===== config.mk =====
export PLATFORM = sky130hd
export DESIGN_NAME = trig_pair_cond
export DESIGN_NICKNAME = d
export VERILOG_FILES = /design/src/rtl/trig_pair_pkg.sv /design/src/rtl/obj_match.sv /design/src/rtl/pair_sep.sv /design/src/rtl/trig_pair_cond.sv
export SDC_FILE = /design/constraint.sdc
export NUM_CORES = 1
export LEC_CHECK = 0
export CAP_MARGIN = 15
export CORE_UTILIZATION = 42
export CTS_BUF_LIST = sky130_fd_sc_hd__clkbuf_4 sky130_fd_sc_hd__clkbuf_8 sky130_fd_sc_hd__clkbuf_16
export CTS_CLUSTER_DIAMETER = 30
export CTS_CLUSTER_SIZE = 8
export DETAILED_ROUTE_END_ITERATION = 16
export SLEW_MARGIN = 10
export SYNTH_ARGS = -nofsm -noshare
export SYNTH_HDL_FRONTEND = slang
export SYNTH_SLANG_ARGS = --single-unit
export TNS_END_PERCENT = 1

===== constraint.sdc =====
create_clock -name clk -period 1.3 [get_ports clk]
set_input_delay 0.195 -clock clk [delete_from_list [all_inputs] [get_ports clk]]
set_output_delay 0.195 -clock clk [all_outputs]
set_load 0.03 [all_outputs]

===== src/rtl/trig_pair_pkg.sv =====
package trig_pair_pkg;
    localparam int DEF_N_OBJ    = 4;
    localparam int DEF_ET_W     = 10;
    localparam int DEF_ETA_W    = 6;
    localparam int DEF_PHI_W    = 7;
    localparam int DEF_PHI_BINS = 72;
    localparam int DEF_MET_W    = 12;
    localparam int N_SETS       = 2;
endpackage


===== src/rtl/obj_match.sv =====
module obj_match #(
    parameter int ET_W  = 10,
    parameter int ETA_W = 6,
    parameter int PHI_W = 7
) (
    input  logic [ET_W-1:0]  et_i,
    input  logic [ETA_W-1:0] eta_i,
    input  logic [PHI_W-1:0] phi_i,
    input  logic             iso_i,
    input  logic [ET_W-1:0]  thr_i,
    input  logic [ETA_W-1:0] eta_lo_i,
    input  logic [ETA_W-1:0] eta_hi_i,
    input  logic [PHI_W-1:0] phi_lo_i,
    input  logic [PHI_W-1:0] phi_hi_i,
    input  logic             iso_req_i,
    output logic             hit_o
);
    logic et_ok, eta_ok, phi_ok, iso_ok;

    always_comb begin
        et_ok  = (et_i >= thr_i);
        eta_ok = (eta_i >= eta_lo_i) && (eta_i <= eta_hi_i);
        if (phi_lo_i <= phi_hi_i) begin
            phi_ok = (phi_i >= phi_lo_i) && (phi_i <= phi_hi_i);
        end else begin
            // window crosses the wrap point
            phi_ok = (phi_i >= phi_lo_i) || (phi_i <= phi_hi_i);
        end
        iso_ok = iso_i || !iso_req_i;
        hit_o  = et_ok && eta_ok && phi_ok && iso_ok;
    end
endmodule


===== src/rtl/pair_sep.sv =====
module pair_sep #(
    parameter int ETA_W    = 6,
    parameter int PHI_W    = 7,
    parameter int PHI_BINS = 72
) (
    input  logic [ETA_W-1:0] eta_a_i,
    input  logic [ETA_W-1:0] eta_b_i,
    input  logic [PHI_W-1:0] phi_a_i,
    input  logic [PHI_W-1:0] phi_b_i,
    input  logic [ETA_W-1:0] deta_max_i,
    input  logic [PHI_W-1:0] dphi_max_i,
    output logic             ok_o
);
    localparam logic [PHI_W-1:0] BINS = PHI_W'(PHI_BINS);

    logic [ETA_W-1:0] deta;
    logic [PHI_W-1:0] darc, dalt, dphi;

    always_comb begin
        deta = (eta_a_i >= eta_b_i) ? (eta_a_i - eta_b_i) : (eta_b_i - eta_a_i);
        darc = (phi_a_i >= phi_b_i) ? (phi_a_i - phi_b_i) : (phi_b_i - phi_a_i);
        dalt = BINS - darc;
        dphi = (darc <= dalt) ? darc : dalt;
        ok_o = (deta <= deta_max_i) && (dphi <= dphi_max_i);
    end
endmodule


===== src/rtl/trig_pair_cond.sv =====
module trig_pair_cond
    import trig_pair_pkg::*;
#(
    parameter int N_OBJ    = DEF_N_OBJ,
    parameter int ET_W     = DEF_ET_W,
    parameter int ETA_W    = DEF_ETA_W,
    parameter int PHI_W    = DEF_PHI_W,
    parameter int PHI_BINS = DEF_PHI_BINS,
    parameter int MET_W    = DEF_MET_W
) (
    input  logic                   clk,
    input  logic                   rst_n,
    input  logic                   valid_i,
    input  logic [N_OBJ*ET_W-1:0]  obj_et_i,
    input  logic [N_OBJ*ETA_W-1:0] obj_eta_i,
    input  logic [N_OBJ*PHI_W-1:0] obj_phi_i,
    input  logic [N_OBJ-1:0]       obj_iso_i,
    input  logic [MET_W-1:0]       met_i,
    input  logic [ET_W-1:0]        s1_et_thr_i,
    input  logic [ETA_W-1:0]       s1_eta_lo_i,
    input  logic [ETA_W-1:0]       s1_eta_hi_i,
    input  logic [PHI_W-1:0]       s1_phi_lo_i,
    input  logic [PHI_W-1:0]       s1_phi_hi_i,
    input  logic                   s1_iso_req_i,
    input  logic [ET_W-1:0]        s2_et_thr_i,
    input  logic [ETA_W-1:0]       s2_eta_lo_i,
    input  logic [ETA_W-1:0]       s2_eta_hi_i,
    input  logic [PHI_W-1:0]       s2_phi_lo_i,
    input  logic [PHI_W-1:0]       s2_phi_hi_i,
    input  logic                   s2_iso_req_i,
    input  logic                   corr_en_i,
    input  logic [ETA_W-1:0]       deta_max_i,
    input  logic [PHI_W-1:0]       dphi_max_i,
    input  logic [MET_W-1:0]       met_thr_i,
    output logic                   valid_o,
    output logic                   pair_o,
    output logic                   met_o
);
    localparam int N_PAIR = N_OBJ * N_OBJ;

    // per-set configuration gathered into arrays so the generate loop can index them
    logic [ET_W-1:0]  thr_c    [N_SETS];
    logic [ETA_W-1:0] eta_lo_c [N_SETS];
    logic [ETA_W-1:0] eta_hi_c [N_SETS];
    logic [PHI_W-1:0] phi_lo_c [N_SETS];
    logic [PHI_W-1:0] phi_hi_c [N_SETS];
    logic             iso_rq_c [N_SETS];

    assign thr_c[0]    = s1_et_thr_i;
    assign thr_c[1]    = s2_et_thr_i;
    assign eta_lo_c[0] = s1_eta_lo_i;
    assign eta_lo_c[1] = s2_eta_lo_i;
    assign eta_hi_c[0] = s1_eta_hi_i;
    assign eta_hi_c[1] = s2_eta_hi_i;
    assign phi_lo_c[0] = s1_phi_lo_i;
    assign phi_lo_c[1] = s2_phi_lo_i;
    assign phi_hi_c[0] = s1_phi_hi_i;
    assign phi_hi_c[1] = s2_phi_hi_i;
    assign iso_rq_c[0] = s1_iso_req_i;
    assign iso_rq_c[1] = s2_iso_req_i;

    logic [N_OBJ-1:0]  hit_w [N_SETS];
    logic [N_PAIR-1:0] sep_w;

    for (genvar s = 0; s < N_SETS; s++) begin : g_set
        for (genvar i = 0; i < N_OBJ; i++) begin : g_obj
            obj_match #(
                .ET_W (ET_W),
                .ETA_W(ETA_W),
                .PHI_W(PHI_W)
            ) u_match (
                .et_i     (obj_et_i[i*ET_W +: ET_W]),
                .eta_i    (obj_eta_i[i*ETA_W +: ETA_W]),
                .phi_i    (obj_phi_i[i*PHI_W +: PHI_W]),
                .iso_i    (obj_iso_i[i]),
                .thr_i    (thr_c[s]),
                .eta_lo_i (eta_lo_c[s]),
                .eta_hi_i (eta_hi_c[s]),
                .phi_lo_i (phi_lo_c[s]),
                .phi_hi_i (phi_hi_c[s]),
                .iso_req_i(iso_rq_c[s]),
                .hit_o    (hit_w[s][i])
            );
        end
    end

    for (genvar i = 0; i < N_OBJ; i++) begin : g_pa
        for (genvar j = 0; j < N_OBJ; j++) begin : g_pb
            if (i == j) begin : g_self
                assign sep_w[i*N_OBJ+j] = 1'b0;
            end else begin : g_other
                pair_sep #(
                    .ETA_W   (ETA_W),
                    .PHI_W   (PHI_W),
                    .PHI_BINS(PHI_BINS)
                ) u_sep (
                    .eta_a_i   (obj_eta_i[i*ETA_W +: ETA_W]),
                    .eta_b_i   (obj_eta_i[j*ETA_W +: ETA_W]),
                    .phi_a_i   (obj_phi_i[i*PHI_W +: PHI_W]),
                    .phi_b_i   (obj_phi_i[j*PHI_W +: PHI_W]),
                    .deta_max_i(deta_max_i),
                    .dphi_max_i(dphi_max_i),
                    .ok_o      (sep_w[i*N_OBJ+j])
                );
            end
        end
    end

    typedef struct packed {
        logic              v1;
        logic [N_OBJ-1:0]  h1;
        logic [N_OBJ-1:0]  h2;
        logic [N_PAIR-1:0] link;
        logic              met1;
        logic              v2;
        logic              pair2;
        logic              met2;
    } pipe_t;

    pipe_t st_d, st_q;

    always_comb begin
        logic any_pair;
        st_d = st_q;
        // stage 1: per-object matches and pair admissibility
        st_d.v1   = valid_i;
        st_d.h1   = valid_i ? hit_w[0] : '0;
        st_d.h2   = valid_i ? hit_w[1] : '0;
        st_d.met1 = valid_i && (met_i >= met_thr_i);
        for (int i = 0; i < N_OBJ; i++) begin
            for (int j = 0; j < N_OBJ; j++) begin
                st_d.link[i*N_OBJ+j] = (i != j) && (!corr_en_i || sep_w[i*N_OBJ+j]);
            end
        end
        // stage 2: reduce over ordered pairs
        any_pair = 1'b0;
        for (int i = 0; i < N_OBJ; i++) begin
            for (int j = 0; j < N_OBJ; j++) begin
                any_pair = any_pair | (st_q.h1[i] & st_q.h2[j] & st_q.link[i*N_OBJ+j]);
            end
        end
        st_d.v2    = st_q.v1;
        st_d.pair2 = st_q.v1 && any_pair;
        st_d.met2  = st_q.v1 && st_q.met1;
    end

    always_ff @(posedge clk or negedge rst_n) begin
        if (!rst_n) begin
            st_q <= '0;
        end else begin
            st_q <= st_d;
        end
    end

    assign valid_o = st_q.v2;
    assign pair_o  = st_q.pair2;
    assign met_o   = st_q.met2;
endmodule


==> flow_metrics.tcl, run 1 <==
set metrics [dict create \
    seq_power_share 0.033 \
    port-buffer-count 213 \
    drt-wirelength-per-cell_um 19.6 \
    vdd_drop_max_v 0.000587 \
    die_h_um 234 \
    cts_sinks 25 \
    gp_congestion 0.983 \
    synth_seq_cells 25 \
    internal_power_uw 17200 \
    path_clk_slew_ns 0.09 \
    worst_r2r_path_depth 3 \
    num_vias 25400 \
    ant_nets 0 \
    min-delay-path-class "input port to asynchronous set/reset pin" \
    htreeDepth 1 \
    tightest_slew_ns 0.591 \
    avgSynthCellArea_um2 8.11 \
    io_pins 214 \
    max_clock_freq_ghz 0.207 \
    critPathRequiredTime_ns 1.51 \
    dp.final_hpwl_mm 75.4 \
    final_core_util 0.652 \
    nets 4812 \
    syn-cell-area_um2 22700 \
    via_per_inst 5.54 \
    relSlewSlack 0.604 \
    cts_buffer_depth 2 \
    synth_nets 3706 \
    drtIter0Drc 1209 \
    die-area_um2 55000 \
    area_growth_pct 52.3 \
    slew_violations 0 \
    outcome "complete, but fails checks" \
    cp-start-kind "input port" \
    cts_buffers 3 \
    p_clk_frac 0.027 \
    crit_path_max_fanout 5 \
    fin_skew_ns 0.0125 \
    wirelength_mm 89.9 \
    placementRows 84 \
    period_share 3.71 \
    synth_area_leaders "ha_1, a21oi_1, o21ai_0" \
    grt_max_degree 26 \
    cts_tree "done" \
    reg2reg_from "st_q[18]" \
    combinationalPowerShare 0.940 \
    violations "negative setup slack" \
    synthDistinctLibCells 104 \
    firstDrtPassIters 6 \
    synthCells 2800 \
    drive_gt1_frac 0.353 \
    yosysMostFrequentCell "ha_1" \
    rr_endpoint "pair_o" \
    regToRegSetupSlack_ns -0.03 \
    path_class "input port to register" \
    yosysTopAreaCellShare 0.370 \
    drv_cap 0 \
    grtUsageTotal 0.321 \
    synth_top_cell_by_area "ha_1" \
    setup_ws_ns -3.53 \
    rsz0062_at_grt "yes" \
    setup_viol 22 \
    start_util 0.428 \
    synth_edf_count 0 \
    total_leakage_power_uw 0.0173 \
    fin_crit_ns 4.83 \
    power_density_nw_per_um2 928 \
    clockRootBuffer "clkbuf_16" \
    antenna_found_initial 4 \
    route.detailed.drc 0 \
    synth_common_cells "ha_1, inv_1, a21oi_1" \
    grt_overflow 0 \
    grt_pass1_vias 26400 \
    p_sw_uw 14900 \
    fp.dieW_um 234 \
    grt_pass1_wl_mm 140 \
    cp-end-kind "register" \
    synth-seq-area-share 0.0276 \
    postCtsHoldBufs 0 \
    clkLatencyLatePin_ns 0.30 \
    synthFlopType "dfrtp_1" \
    worstPathArrival_ns 5.04 \
    yosysWarningCount 0 \
    hold_viol_final 0 \
    tns_ns -50.30 \
    core_region_area_um2 53000 \
    switching_share 0.465 \
    ys_async_sr_fraction 1.00 \
]
## cell families after synthesis
| kind of cell | synth area share |
|---|---|
| buffers and inverters | 0.0522 |
| multiplexers | 0.0742 |
| adder cells (fa/ha/maj) | 0.392 |
| AND/OR/NAND/NOR | 0.167 |
| XOR/XNOR | 0.0428 |
| AO/OA/AOI/OAI | 0.244 |
| flip-flops | 0.0276 |
## layer usage
| layer | vias to the layer above | track usage | part of all wire |
|---|---|---|---|
| met5 | - | 0 | 0.00038 |
| met4 | 6 | 0.109 | 0.040 |
| met1 | 12100 | 0.393 | 0.44 |
| li1 | 12500 | - | - |
| met2 | 623 | 0.582 | 0.48 |
| met3 | 187 | 0.0293 | 0.039 |
## state kept, by name, indices dropped and copies added (netlist names)
register	cells
pair_o	1
st_q	21
met_o	1
valid_o	1
st_d	1
## timing repair
action	CTS	global route
setup buffers	83	17
gates cloned	0	0
setup endpoints to repair	23	22
pin swaps	158	85
gates resized for setup	453	104
## critical path, stage by stage
cell and delay, ns:
buf_2 0.14, inv_4 0.14, ha_4 0.22, and2_4 0.15, a221oi_2 0.25, o31a_1 0.36
mux2i_4 0.30, xor2_2 0.18, and3_4 0.21, o21ai_2 0.06, ha_1 0.33, or2_4 0.27
o311ai_4 0.42, a21boi_4 0.27, a221oi_2 0.07, ha_1 0.31, a21o_1 0.16, a21o_1 0.15
a21oi_2 0.12, nor2b_1 0.05, o21ai_1 0.11, nand2b_1 0.09, a21oi_2 0.18, a41oi_2 0.10
o21ai_1 0.19
## cells in the final DEF, fill, tap and decap left out, types with 11 or more instances in the layout
master	instances
nor3_2	17
a31oi_1	24
buf_6	31
inv_2	15
o211a_1	13
dlygate4sd2_1	14
and3_1	11
nor2b_1	108
dfrtp_1	24
nor3_1	33
buf_4	886
o21ai_1	55
nand2b_1	115
mux2_2	66
o211ai_1	19
mux2i_1	65
and4_1	35
nand2_1	65
ha_1	603
xnor2_1	67
and2_1	18
a21oi_1	190
o21ai_2	16
nand3_1	27
o21bai_1	35
nor2_1	124
a21o_1	102
xor2_1	33
o21ai_0	144
nand4_1	25
fa_1	18
inv_1	219
ha_4	50
o22a_1	12
clkdlybuf4s50_1	166
o21a_1	62
ha_2	18
buf_12	20
buf_2	11
a21oi_2	46
## power groups by stage
| stage | clock [uW] | sequential (uW) | combinational, uW |
|---|---|---|---|
| global route | 900 | 1070 | 32900 |
| CTS | 898 | 1060 | 28900 |
| floorplan | 0 | 970 | 15000 |
| finish | 874 | 1060 | 30100 |
| global placement | 0 | 1080 | 25100 |
| detailed placement | 0 | 1070 | 26100 |
## cell type report
type	instances	area, um2
sequential	25	627
clock buffer	3	75.1
timing repair buffer	1148	9480
fill	4435	18400
tap	688	861
antenna	1	2.50
clock inverter	1	8.76
multi-input combinational	2479	22500
inverter	249	990
## metrics by stage
step / hold WS, ns / total power [uW] / cell area, um2 / instances / worst slack [ns]
6_report: 0.266 / 32100 / 34600 / 4594 / -3.53
5_1_grt: 0.272 / 34900 / 34600 / 4594 / -3.72
4_1_cts: 0.268 / 30900 / 34000 / 4576 / -3.40
3_5_place_dp: 0.461 / 27200 / 32100 / 4491 / -4.77
3_3_place_gp: 0.487 / 26200 / 32100 / 4491 / -4.59
2_1_floorplan: -0.101 / 15900 / 22900 / 2800 / -3.39
## worst max-delay path by stage
stage / startpoint / end / slack, ns / cells after the start
CTS: obj_phi_i[8] / st_q[17] / -3.40 / 30
finish: obj_phi_i[5] / st_q[8] / -3.53 / 25
global placement: obj_phi_i[11] / st_q[17] / -4.59 / 29
floorplan: obj_phi_i[0] / st_q[16] / -3.39 / 26
detailed placement: obj_phi_i[11] / st_q[10] / -4.77 / 30
global route: obj_phi_i[15] / st_q[10] / -3.72 / 30
Note: power is estimated with default switching activity, not from simulation.
==> run 2: changes to the inputs <==
--- a/config.mk
+++ b/config.mk
@@ -6,6 +6,7 @@
 export NUM_CORES = 1
 export LEC_CHECK = 0
 export CAP_MARGIN = 15
+export CORE_ASPECT_RATIO = 1.25
 export CORE_UTILIZATION = 42
 export CTS_BUF_LIST = sky130_fd_sc_hd__clkbuf_4 sky130_fd_sc_hd__clkbuf_8 sky130_fd_sc_hd__clkbuf_16
 export CTS_CLUSTER_DIAMETER = 30
==> run 2 against run 1 <==
  * The run still ends with negative setup slack left
  * Register-to-register slack improved by 0.05 ns
  * Cell count increased by 0.59%
  * Fmax increased by 1.9%
  * Sequential share of layout area about the same
  * Die area about the same
  * Core utilization increased by 0.55 points
  * Setup slack improved by 0.088 ns
  * Clock skew decreased by 0.0064 ns
  * Wire length decreased by 0.23%
  * Flip-flop and latch count unchanged
  * Cell area increased by 0.98%
  * Clock power decreased by 5.5%
  * Critical endpoint is now st_q[10]
  * Largest cell class unchanged
  * Largest power group unchanged
  * Highest routed layer unchanged
==> flow_metrics.tcl, run 2 (synthesis results as in run 1) <==
set metrics [dict create \
    outcome "complete, but fails checks" \
    violations "negative setup slack" \
    min-delay-path-class "input port to asynchronous set/reset pin" \
    cts_sinks 25 \
    cts_buffer_depth 2 \
    postCtsHoldBufs 0 \
    p_clk_frac 0.025 \
    drt-wirelength-per-cell_um 19.4 \
    total_leakage_power_uw 0.0174 \
    cp-end-kind "register" \
    combinationalPowerShare 0.941 \
    largest-register "st_q" \
    use_met3 0.0216 \
    via_per_inst 5.47 \
    grt_pass1_vias 26600 \
    reg2reg_from "st_q[17]" \
    internal_power_uw 17600 \
    area_growth_pct 53.7 \
    p_sw_uw 15000 \
    power_density_nw_per_um2 934 \
    num_vias 25300 \
    clockRootBuffer "clkbuf_16" \
    crit_path_frequent_cell "a21oi_2" \
    grt_max_degree 26 \
    fin_crit_ns 4.74 \
    grt.busiest_layer "met2" \
    setup_viol 21 \
    cts_tree "done" \
    n_fill_cell 4505 \
    worstPathArrival_ns 4.96 \
    vdd_drop_max_v 0.000668 \
    io_pins 214 \
    mostFrequentLayoutCells "buf_4, ha_1, inv_1, a21oi_1, clkdlybuf4s50_1" \
    cp-start-kind "input port" \
    tightest_slew_ns 0.587 \
    worst_r2r_path_depth 3 \
    max_clock_freq_ghz 0.211 \
    dp.final_hpwl_mm 75.5 \
    hold_viol_final 0 \
    die-area_um2 55000 \
    core_region_area_um2 53000 \
    drive_gt1_frac 0.364 \
    wirelength_mm 89.7 \
    die_h_um 262 \
    relSlewSlack 0.605 \
    port-buffer-count 213 \
    antenna_found_initial 5 \
    placementRows 94 \
    regToRegSetupSlack_ns 0.02 \
    crit_path_max_fanout 6 \
    instances_no_fill 4621 \
    seq_power_share 0.033 \
    drv_cap 0 \
    grt_pass1_wl_mm 139 \
    firstDrtPassIters 7 \
    slew_violations 0 \
    grt_overflow 0 \
    slowest_stage "or3_4" \
    fin_skew_ns 0.00607 \
    multi_input_area_um2 22900 \
    path_clk_slew_ns 0.09 \
    switching_share 0.461 \
    nets 4805 \
    path_class "input port to register" \
    grtUsageTotal 0.318 \
    period_share 3.65 \
    layout_commonest_cell "buf_4" \
    setup_ws_ns -3.44 \
    cts_buffers 3 \
    largest_reg_flops 21 \
    start_util 0.428 \
    grtUsageMet2 0.610 \
    tns_ns -50.10 \
    final-seq-area_um2 626 \
    dp_cells 4497 \
    gp_congestion 0.944 \
    hold_slack_ns 0.275 \
    met1_usage 0.356 \
    critPathRequiredTime_ns 1.52 \
    cpPeakStageDelay_ns 0.42 \
    totalPowerFinal_uw 32600 \
    drtIter0Drc 1014 \
    ant_nets 0 \
    rsz0062_at_grt "yes" \
    clkLatencyLatePin_ns 0.28 \
    route.detailed.drc 0 \
    fp.dieW_um 210 \
    rr_endpoint "pair_o" \
    htreeDepth 1 \
]
## run 2: timing repair
item / CTS / global route
gates resized for setup: 400 / 233
pin swaps: 134 / 162
setup endpoints to repair: 23 / 22
setup buffers: 78 / 42
## run 2: metrics by stage
stage	setup slack [ns]	util	area, um2
after global placement	-4.54	0.602	31900
after global routing	-3.71	0.658	34900
after detailed placement	-4.64	0.602	31900
after CTS	-3.40	0.637	33800
after floorplan	-3.39	-	22900
final	-3.44	0.658	34900
## run 2: metal layers
metal / wire length (um) / share of wire
met1: 36300 / 0.41
met2: 45400 / 0.51
met3: 2950 / 0.033
met4: 4990 / 0.056
met5: 28 / 0.00031
## run 2: critical path: cells and delay by family
kind | cells | cell delay [ns]
AOI/OAI and AO/OA | 12 | 1.61
xor gates and xnor gates | 1 | 0.23
adders and majority gates | 3 | 0.87
buffers and inverters | 5 | 0.66
muxes | 1 | 0.24
and+or+nand+nor | 8 | 1.17
## run 2: how the worst max path moves through the flow
stage                        from       end  slack [ns]  depth (start not counted)
floorplan            obj_phi_i[0]  st_q[16]       -3.39                         26
detailed placement  obj_phi_i[13]   st_q[8]       -4.64                         27
global route         obj_phi_i[0]   st_q[7]       -3.71                         28
global placement    obj_phi_i[13]   st_q[8]       -4.54                         25
CTS                 obj_phi_i[21]  st_q[11]       -3.40                         28
finish              obj_phi_i[11]  st_q[10]       -3.44                         30
## run 2: cell type report
type                    count  share of cell area
repair buffers           1141               0.270
clock inverters             1            0.000251
clock buffers               3             0.00215
flip-flops and latches     25              0.0179
multi-input cells        2479               0.656
diodes                      3            0.000215
inverters                 249              0.0282
well taps                 720              0.0258
## run 2: power by group through the flow
| stage | Clock, uW | Combinational (uW) | Sequential, uW |
|---|---|---|---|
| 2_1_floorplan | 0 | 15000 | 970 |
| 3_3_place_gp | 0 | 24900 | 1100 |
| 3_5_place_dp | 0 | 25800 | 1090 |
| 4_1_cts | 826 | 28500 | 1080 |
| 5_1_grt | 854 | 33700 | 1080 |
| 6_report | 826 | 30700 | 1090 |
